--- src/rtl/cmb_pkg.sv ---
package cmb_pkg;
  typedef enum logic [2:0] {
    ST_IDLE,
    ST_LOAD,
    ST_DIAG,
    ST_SUM,
    ST_DIVT,
    ST_DWAIT,
    ST_FIN
  } cmb_state_e;
endpackage

--- src/rtl/cmb_store.sv ---
module cmb_store #(
  parameter int W     = 4,
  parameter int DEPTH = 32,
  parameter int AB    = $clog2(DEPTH)
) (
  input  logic          clk,
  input  logic          we,
  input  logic [AB-1:0] waddr,
  input  logic [W-1:0]  wdata,
  input  logic          re,
  input  logic [AB-1:0] raddr,
  output logic [W-1:0]  rdata
);
  logic [W-1:0] mem [DEPTH];

  always_ff @(posedge clk) begin
    if (we) mem[waddr] <= wdata;
    if (re) rdata <= mem[raddr];
  end
endmodule

--- src/rtl/cmb_div.sv ---
module cmb_div #(
  parameter int NW = 24,
  parameter int DW = 19
) (
  input  logic          clk,
  input  logic          rst,
  input  logic          go,
  input  logic [NW-1:0] num,
  input  logic [DW-1:0] den,
  output logic          ok,
  output logic [NW-1:0] quo
);
  localparam int CNTW = $clog2(NW + 1);

  logic            busy;
  logic [CNTW-1:0] cnt;
  logic [NW-1:0]   nsh;
  logic [DW:0]     rem;
  logic [DW-1:0]   den_r;
  logic [DW:0]     trial;
  logic            ge;

  assign trial = {rem[DW-1:0], nsh[NW-1]};
  assign ge    = trial >= {1'b0, den_r};

  always_ff @(posedge clk) begin
    if (rst) begin
      busy <= 1'b0;
      ok   <= 1'b0;
      cnt  <= '0;
      nsh  <= '0;
      rem  <= '0;
      quo  <= '0;
      den_r <= '0;
    end else begin
      ok <= 1'b0;
      if (go) begin
        busy  <= 1'b1;
        cnt   <= CNTW'(NW);
        nsh   <= num;
        rem   <= '0;
        quo   <= '0;
        den_r <= den;
      end else if (busy) begin
        rem <= ge ? (trial - {1'b0, den_r}) : trial;
        quo <= {quo[NW-2:0], ge};
        nsh <= nsh << 1;
        cnt <= cnt - 1'b1;
        if (cnt == CNTW'(1)) begin
          busy <= 1'b0;
          ok   <= 1'b1;
        end
      end
    end
  end
endmodule

--- src/rtl/child_msg_combiner.sv ---
module child_msg_combiner #(
  parameter int NCHILD = 4,
  parameter int VLEN   = 8,
  parameter int W      = 4,
  parameter int FB     = 8,
  localparam int CW    = $clog2(NCHILD),
  localparam int EW    = $clog2(VLEN),
  localparam int AW    = W * NCHILD,
  localparam int OW    = FB + 1
) (
  input  logic          clk,
  input  logic          rst,
  input  logic          start,
  output logic          child_rd_en,
  output logic [CW-1:0] child_sel,
  output logic [EW-1:0] child_addr,
  input  logic [W-1:0]  child_data,
  output logic          pi_rd_en,
  output logic [EW-1:0] pi_addr,
  input  logic [W-1:0]  pi_data,
  output logic          lam_we,
  output logic [EW-1:0] lam_addr,
  output logic [AW-1:0] lam_data,
  output logic          out_we,
  output logic [CW-1:0] out_child,
  output logic [EW-1:0] out_addr,
  output logic [OW-1:0] out_data,
  output logic          done
);
  import cmb_pkg::*;

  localparam int SW    = AW + EW;
  localparam int NW    = AW + FB;
  localparam int DEPTH = NCHILD * VLEN;
  localparam int MW    = $clog2(DEPTH);
  localparam int KW    = $clog2(NCHILD + 2);
  localparam logic [KW-1:0] KEND = KW'(NCHILD + 1);
  localparam logic [EW-1:0] ELAST = EW'(VLEN - 1);
  localparam logic [CW-1:0] CLAST = CW'(NCHILD - 1);

  cmb_state_e    state;
  logic [CW-1:0] ch;
  logic [EW-1:0] el;
  logic [KW-1:0] k;
  logic          ld_v;
  logic [MW-1:0] ld_addr;
  logic          rv;
  logic [CW-1:0] rk;
  logic [AW-1:0] acc;
  logic [SW-1:0] sum;
  logic          div_go;
  logic          div_ok;
  logic [NW-1:0] quo;

  logic          term_issue;
  logic          in_calc;
  logic [MW-1:0] st_raddr;
  logic [MW-1:0] ld_next;
  logic [W-1:0]  st_q;
  logic [W-1:0]  factor;
  logic [AW-1:0] base;
  logic [AW-1:0] mul;

  assign child_rd_en = (state == ST_LOAD);
  assign child_sel   = ch;
  assign child_addr  = el;
  assign pi_rd_en    = ((state == ST_SUM) || (state == ST_DIVT)) && (k == '0);
  assign pi_addr     = el;

  assign in_calc    = (state == ST_DIAG) || (state == ST_SUM) || (state == ST_DIVT);
  assign term_issue = in_calc && (k < KW'(NCHILD));
  assign st_raddr   = MW'(k) * MW'(VLEN) + MW'(el);
  assign ld_next    = MW'(ch) * MW'(VLEN) + MW'(el);

  cmb_store #(.W(W), .DEPTH(DEPTH), .AB(MW)) u_store (
    .clk   (clk),
    .we    (ld_v),
    .waddr (ld_addr),
    .wdata (child_data),
    .re    (term_issue),
    .raddr (st_raddr),
    .rdata (st_q)
  );

  cmb_div #(.NW(NW), .DW(SW)) u_div (
    .clk (clk),
    .rst (rst),
    .go  (div_go),
    .num ({acc, FB'(0)}),
    .den (sum),
    .ok  (div_ok),
    .quo (quo)
  );

  // Exclude the target child's own term except in the diagnostic pass.
  assign factor = ((state == ST_DIAG) || (rk != ch)) ? st_q : W'(1);
  assign base   = (state == ST_DIAG) ? AW'(1) : AW'(pi_data);
  assign mul    = ((k == KW'(1)) ? base : acc) * AW'(factor);

  always_ff @(posedge clk) begin
    if (rst) begin
      state     <= ST_IDLE;
      ch        <= '0;
      el        <= '0;
      k         <= '0;
      ld_v      <= 1'b0;
      ld_addr   <= '0;
      rv        <= 1'b0;
      rk        <= '0;
      acc       <= '0;
      sum       <= '0;
      div_go    <= 1'b0;
      lam_we    <= 1'b0;
      lam_addr  <= '0;
      lam_data  <= '0;
      out_we    <= 1'b0;
      out_child <= '0;
      out_addr  <= '0;
      out_data  <= '0;
      done      <= 1'b0;
    end else begin
      lam_we <= 1'b0;
      out_we <= 1'b0;
      div_go <= 1'b0;
      ld_v   <= 1'b0;
      rv     <= term_issue;
      rk     <= CW'(k);
      if (rv) acc <= mul;

      unique case (state)
        ST_IDLE: begin
          if (start) begin
            done  <= 1'b0;
            ch    <= '0;
            el    <= '0;
            k     <= '0;
            state <= ST_LOAD;
          end
        end
        ST_LOAD: begin
          ld_v    <= 1'b1;
          ld_addr <= ld_next;
          if (el == ELAST) begin
            el <= '0;
            if (ch == CLAST) begin
              ch    <= '0;
              k     <= '0;
              state <= ST_DIAG;
            end else begin
              ch <= ch + 1'b1;
            end
          end else begin
            el <= el + 1'b1;
          end
        end
        ST_DIAG, ST_SUM: begin
          if (k != KEND) begin
            k <= k + 1'b1;
          end else begin
            k <= '0;
            if (state == ST_DIAG) begin
              lam_we   <= 1'b1;
              lam_addr <= el;
              lam_data <= acc;
            end else begin
              sum <= sum + SW'(acc);
            end
            if (el == ELAST) begin
              el <= '0;
              if (state == ST_DIAG) begin
                sum   <= '0;
                state <= ST_SUM;
              end else begin
                state <= ST_DIVT;
              end
            end else begin
              el <= el + 1'b1;
            end
          end
        end
        ST_DIVT: begin
          if (k != KEND) begin
            k <= k + 1'b1;
          end else begin
            div_go <= 1'b1;
            state  <= ST_DWAIT;
          end
        end
        ST_DWAIT: begin
          if (div_ok) begin
            out_we    <= 1'b1;
            out_child <= ch;
            out_addr  <= el;
            out_data  <= (sum == '0) ? '0 : OW'(quo);
            k         <= '0;
            if (el == ELAST) begin
              el <= '0;
              if (ch == CLAST) begin
                state <= ST_FIN;
              end else begin
                ch    <= ch + 1'b1;
                sum   <= '0;
                state <= ST_SUM;
              end
            end else begin
              el    <= el + 1'b1;
              state <= ST_DIVT;
            end
          end
        end
        ST_FIN: begin
          done  <= 1'b1;
          state <= ST_IDLE;
        end
        default: state <= ST_IDLE;
      endcase
    end
  end
endmodule

--- config.mk ---
export PLATFORM = sky130hd
export DESIGN_NAME = child_msg_combiner
export DESIGN_NICKNAME = d
export VERILOG_FILES = /design/src/rtl/cmb_pkg.sv /design/src/rtl/cmb_store.sv /design/src/rtl/cmb_div.sv /design/src/rtl/child_msg_combiner.sv
export SDC_FILE = /design/constraint.sdc
export NUM_CORES = 1
export LEC_CHECK = 0
export CORE_MARGIN = 3
export CORE_UTILIZATION = 46
export CTS_BUF_LIST = sky130_fd_sc_hd__clkbuf_2 sky130_fd_sc_hd__clkbuf_4 sky130_fd_sc_hd__clkbuf_8
export DETAILED_ROUTE_END_ITERATION = 10
export DONT_BUFFER_PORTS = 1
export PLACE_DENSITY_LB_ADDON = 0.1
export SYNTH_ARGS = -nofsm -noshare
export SYNTH_HDL_FRONTEND = slang
export SYNTH_HIERARCHICAL = 1
export SYNTH_SLANG_ARGS = --single-unit
--- constraint.sdc ---
create_clock -name clk -period 4.35 [get_ports clk]
set_input_delay 0.435 -clock clk [delete_from_list [all_inputs] [get_ports clk]]
set_output_delay 0.435 -clock clk [all_outputs]
set_load 0.02 [all_outputs]
## Yosys cells after proc, flatten, opt, wreduce, memory -nomap -nowiden

Memories as Yosys holds them, arrays and structs flattened. A register that Yosys moved wholly into a read port is not among the register bits.
Index checks and enable logic that the tools add are counted.

- Add/subtract/negate cells: 8
- Multiply operators: 1
- Div/mod/pow operators: 0
- Magnitude comparators: 2
- Equality and inequality tests: 22
- Shifts and indexed selects: 0
- Muxes and demuxes: 58
- Bitwise gates (word level): 5
- Reduce and logical (&&, ||, !) cells: 29

Operators by type and width:

| operator | number |
|---|---|
| 2-to-1 mux 19 bit | 8 |
| 2-to-1 mux 3 bit | 19 |
| 2-to-1 mux 24 bit | 2 |
| case mux 19 bit (2 select lines) | 1 |
| case mux 3 bit (5 select lines) | 2 |
| greater-or-equal comparator 20 x 19 -> 1 bit | 1 |
| adder 19 x 16 -> 19 bit | 1 |
| zero test 19 bit | 1 |
| subtractor 19 bit | 1 |
| multiplier 16 x 4 -> 16 bit | 1 |
| 2-to-1 mux 16 bit | 1 |
| == test 3 bit (second input constant) | 4 |
| 2-to-1 mux 2 bit | 6 |
| inequality test 2 bit (second input constant) | 6 |
| case mux 3 bit (4 select lines) | 1 |
| AND reduction 6 bit | 2 |
| 2-to-1 mux 1 bit | 11 |
| adder 5 x 3 -> 5 bit | 2 |
| 2-to-1 mux 5 bit | 2 |
| 2-to-1 mux 9 bit | 1 |
| 2-to-1 mux 4 bit | 2 |
| inequality test 2 x 1 -> 1 bit (second input constant) | 4 |
| OR reduction 2 bit | 4 |
| AND reduction 7 bit | 1 |
| other kinds (25) | 41 |

- Register bits after elaboration: 162
- Latch bits: 0
- RAM bits: 128
- Bits in read-only memories: 0
- Input bits: 11
- Output and inout port bits: 46
- Logic and storage cells: 153
- Memories kept: 1

Memories:

| memory | depth | width | rd ports | clocked after Yosys merged registers in | wr ports | line | RTL |
|---|---|---|---|---|---|---|---|
| u_store.mem | 32 | 4 | 1 | 1 | 1 | cmb_store.sv:14 | `logic [W-1:0] mem [DEPTH];` |

## Longest topological paths before layout

- Depth in word-level cells: 6
- Gate-level depth with buffers: 19
- Mapped depth without buffers: 18

## Hierarchy

Netlist, hierarchy kept.

By module, submodules not included:

| module | times used | cells an instance | area each (sq um) | seq. area each (sq um) |
|---|---|---|---|---|
| child_msg_combiner | 1 | 765 | 6,084.6 | 1,841.8 |
| cmb_store | 1 | 231 | 5,178.7 | 3,963.8 |
| cmb_div | 1 | 550 | 4,749.6 | 1,861.8 |

## Worst setup path after synthesis

No wires, ideal clock.

- Kind: reg-to-reg
- From: register k[0]
- To: register acc[15]
- Library setup time: 0.141 ns
- Arrival: 4.310 ns
- Data required time: 4.209 ns
- Path slack: -0.100 ns
- Stages on the path, launching flop included: 17
- Path buffers: 0
- Period minus slack after synthesis: 4.450 ns
- Cell sequence: dfxtp_1 -> ha_1 -> nor2b_1 -> and3_1 -> a21oi_1 -> or2_2 -> fa_1 -> fa_1 -> inv_1 -> ha_1 -> a211oi_1 -> o211ai_1 -> a31oi_1 -> a21oi_1 -> a311oi_1 -> or3_1 -> o311ai_1

- Longest elaborated chain between the ends: 3

Ends and longest elaborated chain:

| what | line | RTL |
|---|---|---|
| from (decl) | child_msg_combiner.sv:44 | `logic [KW-1:0] k;` |
| from (signal assigned) | child_msg_combiner.sv:158 | `k <= k + 1'b1;` |
| from (signal assigned) | child_msg_combiner.sv:183 | `k <= k + 1'b1;` |
| == test 3 x 1 -> 1 bit | child_msg_combiner.sv:98 | `assign mul = ((k == KW'(1)) ? base : acc) * AW'(factor);` |
| 2-to-1 mux 16 bit | child_msg_combiner.sv:98 |  |
| multiplier 16 x 4 -> 16 bit | child_msg_combiner.sv:98 |  |
| to (signal assigned) | child_msg_combiner.sv:128 | `if (rv) acc <= mul;` |
| to (decl) | child_msg_combiner.sv:49 | `logic [AW-1:0] acc;` |

No other way between the ends.
A chain may end at the register's enable or synchronous reset.

## Worst setup path after layout

- From: register k[1]
- To: register acc[14]

The elaborated chain is that of the path after synthesis.

==> flow_metrics.tcl <==
set metrics [dict create \
    outcome "finished, final reports clean" \
    htreeDepth 2 \
    combPwrFrac_pct 17.1 \
    crit_path_frequent_cell "fa_1" \
    drtPass1Iterations 5 \
    fin_nets 1643 \
    path_cells "inv_2 > ha_4 > nor2b_4 > and3_4 > a21oi_2 > or2_4 > fa_1 > fa_1 > buf_4 > fa_1 > nor2b_1 > o21ai_1 > a21o_1 > a211oi_1 > buf_4 > o41ai_2 > xor2_1 > a211oi_2" \
    pwr_density_cell_nw_per_um2 391 \
    grt_pass1_vias 10826 \
    clkLatencyLatePin_ps 640 \
    port_buffers 0 \
    ys_warn_count 6 \
    cts.path.max_buffers 3 \
    path_clk_slew_ps 60 \
    wirelength_um 37500 \
    fin_crit_ps 4210 \
    initial_core_util_pct 47.2 \
    critPathMaxStageDelay_ps 580 \
    slew_headroom_pct 26.9 \
    r2r_slack_ps 140 \
    vias 11159 \
    utilization_pct 53.3 \
    area_growth_pct 12.9 \
    hold_viol 0 \
    p_sw_w 0.00191 \
    cts_tree "built" \
    cts_root_buffer "clkbuf_8" \
    place_worst_setup_slack_ps -102 \
    detail_route.wl_per_cell_um 18.5 \
    clkSinkCount 302 \
    die_area_um2 35900 \
    maxCapViolCount 0 \
    layout_setup_ws_ps 140 \
    min_path_type "input pin to flip-flop" \
    core_um2 32900 \
    period_share_pct 96.8 \
    crit_slowest_cell "fa_1" \
    critPathKind "flip-flop to flip-flop" \
    worst_pin_slew_ps 1090 \
    vias_per_cell 5.51 \
    fmax_mhz 238 \
    finalWeightedCongestion 0.879 \
    antenna_found_initial 0 \
    die_h_um 190 \
    ant_nets 0 \
    skew_ps 56.4 \
    io_pins 57 \
    required_ps 4910 \
    worstSetupEndpointType "flip-flop" \
    clockPowerShare_pct 38.1 \
    synthesis.area_um2 15500 \
    swShare_pct 27.8 \
    grt_max_degree 129 \
    cp_max_fo 5 \
    avgSynthCellArea_um2 10.3 \
    p_leak_nw 6.44 \
    cts_made_buffers 49 \
    rows 66 \
    grt_pass1_wl_um 59200 \
    antenna_cells 0 \
    slew_violations 0 \
    drcViolationCount 0 \
    drt_iter0_drc 647 \
    synth_cells 1500 \
    setup_viol 0 \
    grt-ovfl-total 0 \
    cp.arrival_ps 4770 \
    vdd_drop_max_mv 0.283 \
    power_frac_seq_pct 44.9 \
    internal_power_w 0.00494 \
    grt_usage_pct 20.8 \
    fp.dieW_um 190 \
    worstSetupStartpointType "flip-flop" \
    dp_hpwl_um 25100 \
    drive_gt1_share_pct 16.1 \
]
[area by class of cell]
type                    count  area [µm²]
multi-input cells        1036        7630
fillers                  2999       15400
flip-flops and latches    302        7380
repair buffers             64         549
inverters                  93         349
clock inverters            27         229
clock buffers              62         822
well taps                 442         553
[power groups by stage]
stage | Combinational [W] | Sequential (W) | Clock (W)
after floorplan | 0.000766 | 0.00314 | 0
after global placement | 0.00107 | 0.00313 | 0
after detailed placement | 0.00107 | 0.00313 | 0
after CTS | 0.00113 | 0.00307 | 0.00269
after global routing | 0.00128 | 0.00308 | 0.00281
final | 0.00117 | 0.00307 | 0.00261
[per-layer routing]
layer / global-route usage [%] / share of wire, % / up-vias
met5: 0 / 0 / -
met4: 7.90 / 2.6 / 0
met3: 4.16 / 5.3 / 62
met2: 32.5 / 46 / 241
met1: 28.8 / 46 / 5411
li1: - / - / 5445
[final timing paths]
check | to | cells after the start | start
max | acc[14] | 18 | k[1]
min | acc[13] | 2 | rst
max reg2reg | acc[14] | 18 | k[1]
min reg2reg | u_div/rem[15] | 2 | u_div/rem[14]
[critical path, delay by kind of cell (launching register included)]
family,cells,cell delay (ps)
adders and majority gates,4,1610
AOI/OAI and AO/OA,6,850
and+or+nand+nor,4,780
buffers and inverters,3,390
DFF,1,320
xor gates and xnor gates,1,150
[flip-flops by register name, indices dropped and copies added, names as in the netlist, 4 cells and up]
register	count
sum	19
ld_addr	5
u_store/rdata	4
acc	16
u_store/mem	128
out_data	9
u_div/quo	9
u_div/den_r	19
lam_data	16
u_div/nsh	24
u_div/cnt	5
u_div/rem	19
[metrics by stage]
stage          total power (W)  instances  setup TNS, ps  hold WS, ps  instance area [µm²]
3_5_place_dp           0.00420       1929           -238          482                16200
5_1_grt                0.00717       2026          -22.4         36.7                17500
2_1_floorplan          0.00390       1507              0          458                15500
4_1_cts                0.00689       2025              0         1.94                17300
3_3_place_gp           0.00419       1929          -39.1          477                16200
6_report               0.00685       2026              0         80.3                17500
[repair_timing]
item	in CTS	in global routing
hold buffers	7	0
hold endpoints to repair	256	0
pin swaps	2	11
resized for setup	5	32
endpoints found under the setup margin	3	5
buffers inserted	0	1
[cells in the final DEF (no fill, tap or decap), types with 8 or more instances in the layout]
master    count
a211oi_1     11
a21o_1       13
a21oi_1     109
a22oi_1      17
a31oi_1       8
buf_4        56
clkbuf_8     57
clkinv_2     16
conb_1        8
dfxtp_1     163
edfxtp_1    132
fa_1         27
ha_1         54
inv_1        90
mux2i_1      77
mux4_2       40
nand2_1     101
nand2b_1     12
nand3_1      27
nor2_1      233
nor2b_1      11
nor3_1       11
nor4_1       10
o21ai_0      51
o21ai_1       9
or3_1        11
xnor2_1      21
xor2_1       19
Power figures use the tool's default switching activity.
